<file path="config.mk">
export PLATFORM = sky130hd
export DESIGN_NAME = ms_dual_counter
export DESIGN_NICKNAME = d
export VERILOG_FILES = /design/src/rtl/ms_dual_counter.sv
export SDC_FILE = /design/constraint.sdc
export NUM_CORES = 1
export LEC_CHECK = 0
export CAP_MARGIN = 10
export CORE_MARGIN = 2
export CORE_UTILIZATION = 38
export DETAILED_ROUTE_END_ITERATION = 10
export DONT_BUFFER_PORTS = 1
export PLACE_DENSITY = 0.62
export SLEW_MARGIN = 10
export SYNTH_ARGS = -nofsm -noshare
export SYNTH_HDL_FRONTEND = slang
export SYNTH_SLANG_ARGS = --single-unit
</file>
<file path="constraint.sdc">
create_clock -name clk -period 3.07 [get_ports clk]
set_clock_uncertainty 0.15 [all_clocks]
set_input_delay 0.614 -clock clk [delete_from_list [all_inputs] [get_ports clk]]
set_output_delay 0.614 -clock clk [all_outputs]
set_load 0.02 [all_outputs]
</file>
<file path="src/rtl/ms_dual_counter.sv">
module ms_dual_counter #(
  parameter int N = 8
) (
  input  logic         clk,
  input  logic         rst,
  input  logic         en_a,
  input  logic         en_b,
  input  logic         load,
  input  logic [N-1:0] pre_a,
  input  logic [N-1:0] pre_b,
  output logic [N-1:0] bin_q,
  output logic [N-1:0] gray_q,
  output logic [N-1:0] bin_dn,
  output logic [N-1:0] gray_dn
);

  function automatic logic [N-1:0] gray_step(input logic [N-1:0] g);
    logic [N-1:0] r;
    logic hit;
    r = g;
    hit = 1'b0;
    if (!(^g)) r[0] = ~g[0];
    else begin
      for (int i = 0; i < N-1; i++)
        if (!hit && g[i]) begin
          r[i+1] = ~g[i+1];
          hit = 1'b1;
        end
      if (!hit) r[N-1] = ~g[N-1];
    end
    return r;
  endfunction

  function automatic logic [N-1:0] gray_to_bin(input logic [N-1:0] g);
    logic [N-1:0] b;
    b[N-1] = g[N-1];
    for (int i = N-2; i >= 0; i--) b[i] = b[i+1] ^ g[i];
    return b;
  endfunction

  logic [N-1:0] master_r, slave_r;
  logic         run, gray_pre;

  assign run      = en_a & en_b;
  assign gray_pre = (pre_b == ~pre_a);

  always_ff @(posedge clk) begin
    if (rst) begin
      master_r <= '0;
      slave_r  <= '0;
    end else if (load) begin
      if (gray_pre) begin
        master_r <= pre_a;
        slave_r  <= gray_to_bin(pre_a);
      end else begin
        master_r <= pre_a ^ (pre_a >> 1);
        slave_r  <= pre_a;
      end
    end else if (run) begin
      master_r <= gray_step(master_r);
      slave_r  <= slave_r + 1'b1;
    end
  end

  assign bin_q   = slave_r;
  assign gray_q  = master_r;
  assign bin_dn  = ~slave_r;
  assign gray_dn = ~master_r;

  a_r1_reset_clears: assert property (@(posedge clk)
    rst |=> (bin_q == '0) && (gray_q == '0));

  a_r2_hold_idle: assert property (@(posedge clk) disable iff (rst)
    (!load && !run) |=> $stable(bin_q) && $stable(gray_q));

  a_r3_binary_step: assert property (@(posedge clk) disable iff (rst)
    (!load && run) |=> bin_q == $past(bin_q) + 1'b1);

  a_r4_gray_matches: assert property (@(posedge clk) disable iff (rst)
    gray_q == (bin_q ^ (bin_q >> 1)));

  a_r5_single_bit: assert property (@(posedge clk) disable iff (rst)
    (!load && run) |=> $countones(gray_q ^ $past(gray_q)) == 1);

  a_r7_binary_preset: assert property (@(posedge clk) disable iff (rst)
    (load && pre_b == pre_a) |=> bin_q == $past(pre_a));

  a_r8_gray_preset: assert property (@(posedge clk) disable iff (rst)
    (load && pre_b == ~pre_a) |=> gray_q == $past(pre_a));

endmodule

</file>
# ---- Word-level counts from Yosys, hierarchy flattened
# Index checks and enable logic that the tools add are counted.
dict set report totals {
  wordCells 113
  ff_bits 16
  output_inout_bits 32
  inputBits 21
}
dict set report op_classes {
  n_reduce_logical 29
  add_sub_neg 1
  n_eq_ne 3
  bitwise_logic 20
  muxes 51
}
# cell n
set ops {}
lappend ops {{$mux 1} 44}
lappend ops {{$mux 8} 5}
lappend ops {{$not 8->8} 3}
lappend ops {{$reduce_and 3->1} 7}
lappend ops {{$reduce_bool 2->1} 8}
lappend ops {{$mux 7} 2}
lappend ops {{$add 8x1->8 const B} 1}
lappend ops {{$eq 8x8->1} 1}
lappend ops {{$not 1->1} 8}
lappend ops {{$reduce_xor 8->1} 1}
lappend ops {{$xor 8x7->8} 1}
lappend ops {{$xor 1x1->1} 7}
lappend ops {{$logic_and 1x1->1} 6}
lappend ops {{$logic_not 1->1} 6}
lappend ops {{$ne 3x3->1 const B} 1}
lappend ops {{$ne 2x2->1 const B} 1}
lappend ops {{$reduce_and 2->1} 1}
lappend ops {{$and 1x1->1} 1}

# ---- Depth between registers and ports, before layout
dict set report logic_depth {
  depth_word 51
  depth_mapped 7
  ltp_nobuf 7
}

# ---- Least setup slack after synthesis
# No wires, ideal clock.
dict set report synth_timing {
  kind {register to register}
  start {register master_r[0], in the netlist gray_q[0]}
  end {register master_r[3], in the netlist gray_q[3]}
  period_less_slack_ns 2.661
  setup_slack_ns 0.409
  arrival_time_ns 2.444
  stages_incl_launch_ff 8
  path_buffers 0
  setup_ns 0.067
  required_ns 2.853
  cell_sequence {dfxtp_1 > inv_1 > ha_1 > xnor2_2 > xnor3_2 > or4_1 > a21o_1 > o21ai_2}
}
dict set report synth_between {
  elab_chain_cells 16
  word_cells_on_any_way 18
  classes_between {mux (10); reduce/logical (8)}
}
# item line
set synth_lines {}
lappend synth_lines {{start: declaration} 41} ;# logic [N-1:0] master_r, slave_r;
lappend synth_lines {{start signal: assignment} 53} ;# master_r <= pre_a;
lappend synth_lines {{start signal: assignment} 56} ;# master_r <= pre_a ^ (pre_a >> 1);
lappend synth_lines {{start signal: assignment} 60} ;# master_r <= gray_step(master_r);
lappend synth_lines {{$mux 1} 25} ;# if (!hit && g[i]) begin
lappend synth_lines {{$mux 1} 22} ;# if (!(^g)) r[0] = ~g[0];
lappend synth_lines {{$mux 1} 59} ;# end else if (run) begin
lappend synth_lines {{$mux 1} 51} ;# end else if (load) begin
lappend synth_lines {{$mux 1} 48} ;# if (rst) begin
lappend synth_lines {{$logic_not 1->1} 25}
lappend synth_lines {{$logic_and 1x1->1} 25}
lappend synth_lines {{$mux 1} 25}
lappend synth_lines {{$mux 1} 22}
lappend synth_lines {{$mux 1} 59}
lappend synth_lines {{$mux 1} 51}
lappend synth_lines {{$mux 1} 48}
lappend synth_lines {{$logic_not 1->1} 25}
lappend synth_lines {{$logic_and 1x1->1} 25}
lappend synth_lines {{$reduce_bool 2->1 (no line)} --}
lappend synth_lines {{$reduce_and 3->1 (no line) *} --}
# Every way passes the cells marked *; elsewhere a longest branch is shown, timed or not. The select of a mux whose other input is x is not followed.
# A chain may end at the register's enable or synchronous reset.

# ---- Final worst setup path
# Ends and elaborated chain as after synthesis.

==> impl_metrics.env <==
export IMPL_hpwl_um=2480
export IMPL_fillerInstances=387
export IMPL_first_pass_iters=4
export IMPL_die_h_um=65.3
export IMPL_insertedDiodeCount=0
export IMPL_irDropWorstVdd_mv=0.122
export IMPL_nets=192
export IMPL_synth_top_area_share_pct=22.4
export IMPL_initial_core_util_pct=39.4
export IMPL_slew_viol_final=0
export IMPL_async_flop_share_pct=0
export IMPL_yosysUniqueCellTypes=35
export IMPL_gp_congestion=0.809
export IMPL_cts_tree="yes"
export IMPL_cts_hold_buf=0
export IMPL_required_ns=3.10
export IMPL_yosysSeqAreaShare_pct=22.4
export IMPL_maxCapViolCount=0
export IMPL_end_kind="flop"
export IMPL_routed_wl_um=3200
export IMPL_rows=22
export IMPL_synth_main_ff_cell="dfxtp_1"
export IMPL_wl_per_cell_um=14.9
export IMPL_worstSetupEndpoint="gray_q[3]$_SDFFE_PP0P_"
export IMPL_fin_crit_sh_pct=81.7
export IMPL_drive_gt1_share_pct=9.04
export IMPL_drc=0
export IMPL_clock_latency_ns=0.25
export IMPL_grt_pass1_vias=1067
export IMPL_synth_area_top_cells="dfxtp_1 22%, xnor2_1 10%, xor2_1 10%, a211oi_1 5.8%, xor3_1 5.0%"
export IMPL_cp_slowest_cell="xnor3_2"
export IMPL_clkTransAtPathRegs_ns=0.06
export IMPL_cp_start_kind="flop"
export IMPL_drtAntennaViolNets=0
export IMPL_hold_violations=0
export IMPL_htree_levels=1
export IMPL_synth_area_leader_cell="dfxtp_1"
export IMPL_dpl_cell_area_mm2=0.00147
export IMPL_worst_slew_pin_slew_ns=0.479
export IMPL_cts_resized=0
export IMPL_worstReg2RegEnd="gray_q[3]$_SDFFE_PP0P_"
export IMPL_route_vias_total=1161
export IMPL_grt_pass1_wl_um=5020
export IMPL_track_usage_pct=15.3
export IMPL_regArea_um2=320
export IMPL_multi_input_area_um2=995
export IMPL_cp_startpoint="gray_q[0]$_SDFFE_PP0P_"
export IMPL_postLayoutCellArea_mm2=0.00151
export IMPL_cts_setup_buffers=0
export IMPL_grt_max_degree=30
export IMPL_cellPowerDensity_mw_per_mm2=447
export IMPL_post_route_min_period_ns=2.51
export IMPL_clock_fmax_mhz=399
export IMPL_grt_overflow=0
export IMPL_drt_iter0_drc=30
export IMPL_r2r_cells=7
export IMPL_setup_viol=0
export IMPL_synth_seq_cells=16
export IMPL_vias_per_cell=5.43
export IMPL_p_leak_nw=0.578
export IMPL_syn_cell_area_mm2=0.00143
export IMPL_status="completed"
export IMPL_ios=53
export IMPL_synth_net_count=195
export IMPL_rrSetupSlack_ns=0.56
export IMPL_relSlewSlack_pct=68.0
export IMPL_cp_cell_sequence="inv_1 -> ha_1 -> xnor2_2 -> xnor3_2 -> or4_1 -> a21o_1 -> o21ai_2"
export IMPL_fp_dieArea_mm2=0.00427
export IMPL_antenna_found_initial=0
export IMPL_crit_reg2reg_launch="gray_q[0]$_SDFFE_PP0P_"
export IMPL_ys_warn_count=0
export IMPL_syn2layout_area_growth_pct=5.34
export IMPL_clock_path_buffers=2
export IMPL_cts_root_buffer="clkbuf_8"
export IMPL_setup_tns_final_ns=0
export IMPL_floorplan_die_width_um=65.3
export IMPL_port_buffers=0
export IMPL_coreArea_mm2=0.00363
export IMPL_rsz0062_at_grt="no"
export IMPL_cp_max_fo=8
export IMPL_slowest_delay_ns=0.53
export IMPL_hold_path_class="in2reg"
export IMPL_cts_buffers=3
export IMPL_syn_avg_cell_area_um2=8.36
export IMPL_synth_edf_count=0
export IMPL_clock_sinks=16
export IMPL_synth_cells=171
export IMPL_setup_worst_path_class="reg2reg"
export IMPL_critical_path_arrival_ns=2.54
## cell families after synthesis
group	synth area share, %
AND/OR/NAND/NOR	15.8
buffers and inverters	8.05
XOR/XNOR	33.0
multiplexers	0.700
adder cells (fa/ha/maj)	2.62
AO/OA/AOI/OAI	17.4
flip-flops	22.4
## worst max-delay path, delay by kind of cell, from the launching register on
family	cells	cell delay [ns]
and+or+nand+nor	1	0.48
AOI/OAI and AO/OA	2	0.24
xor gates and xnor gates	2	0.75
DFF	1	0.33
adders and majority gates	1	0.36
buffers and inverters	1	0.13
## Yosys cell counts, types with 3 or more instances
library cell,instances
ha_1,3
buf_2,5
nor2_1,7
nand3_1,3
xor2_1,17
xnor2_1,17
o21a_1,4
nor3_1,9
dfxtp_1,16
o21ai_0,8
nand2_1,9
a21oi_1,4
xor3_1,3
o31ai_1,3
nand4_1,5
clkbuf_1,6
inv_1,18
a211oi_1,11
## where the power goes
part           switching (W)  leakage [nW]  internal (W)
Clock              0.0000708        0.0216     0.0000870
Combinational       0.000130         0.423      0.000119
Sequential         0.0000417         0.133      0.000225
## layout make-up
type / count / area share (%)
inverter: 18 / 4.49
timing repair buffer: 3 / 1.50
multi-input combinational: 126 / 66.0
clock buffer: 3 / 2.74
tap: 48 / 3.99
sequential: 16 / 21.3
## metal layers
metal / vias up / part of all wire, % / wire length [µm] / GRT usage (%)
met1: 540 / 43 / 1380 / 18.5
met4: 0 / 2.0 / 63 / 7.03
li1: 570 / - / - / -
met3: 4 / 6.3 / 200 / 3.25
met2: 47 / 49 / 1550 / 25.9
met5: - / 0 / 0 / 0
## stage by stage
step / instances / setup slack (ns) / utilization, % / power (W) / hold slack [ns]
floorplan: 171 / 0.409 / - / 0.000492 / 0.530
global placement: 211 / 0.616 / 40.3 / 0.000515 / 0.531
detailed placement: 211 / 0.571 / 40.3 / 0.000521 / 0.532
CTS: 214 / 0.551 / 41.5 / 0.000676 / 0.269
global route: 214 / 0.470 / 41.5 / 0.000710 / 0.266
finish: 214 / 0.562 / 41.5 / 0.000673 / 0.267
## flip-flops by register name (all words and copies together) (netlist names)
name / count
gray_q: 8
bin_q: 8
## layout by cell type (no fill, tap or decap), drive strengths merged
cell,Yosys,routed
and3,2,2
nor2,7,7
a211oi,12,12
mux2i,1,1
a21o,2,2
o31ai,3,3
nand3,3,3
o22ai,1,1
nor3,10,10
and2,1,1
o21ai,9,9
clkbuf,6,3
inv,18,18
a21oi,4,4
o221a,1,1
dfxtp,16,16
or4,1,1
xnor3,3,3
xor3,3,3
nand4,5,5
o21a,4,4
xor2,17,17
buf,5,3
nor4,2,2
ha,3,3
xnor2,19,19
nand2,9,9
nor3b,1,1
or2,1,1
nor2b,2,2
## worst min path at each step
stage | slack, ns | cells after the start | endpoint | from
floorplan | 0.53 | 2 | gray_q[4]$_SDFFE_PP0P_ | gray_q[4]$_SDFFE_PP0P_
finish | 0.27 | 1 | bin_q[0]$_SDFFE_PP0P_ | rst
global route | 0.27 | 1 | bin_q[0]$_SDFFE_PP0P_ | rst
detailed placement | 0.53 | 1 | bin_q[0]$_SDFFE_PP0P_ | rst
CTS | 0.27 | 1 | bin_q[0]$_SDFFE_PP0P_ | rst
global placement | 0.53 | 1 | bin_q[0]$_SDFFE_PP0P_ | rst
Power figures use the tool's default switching activity.
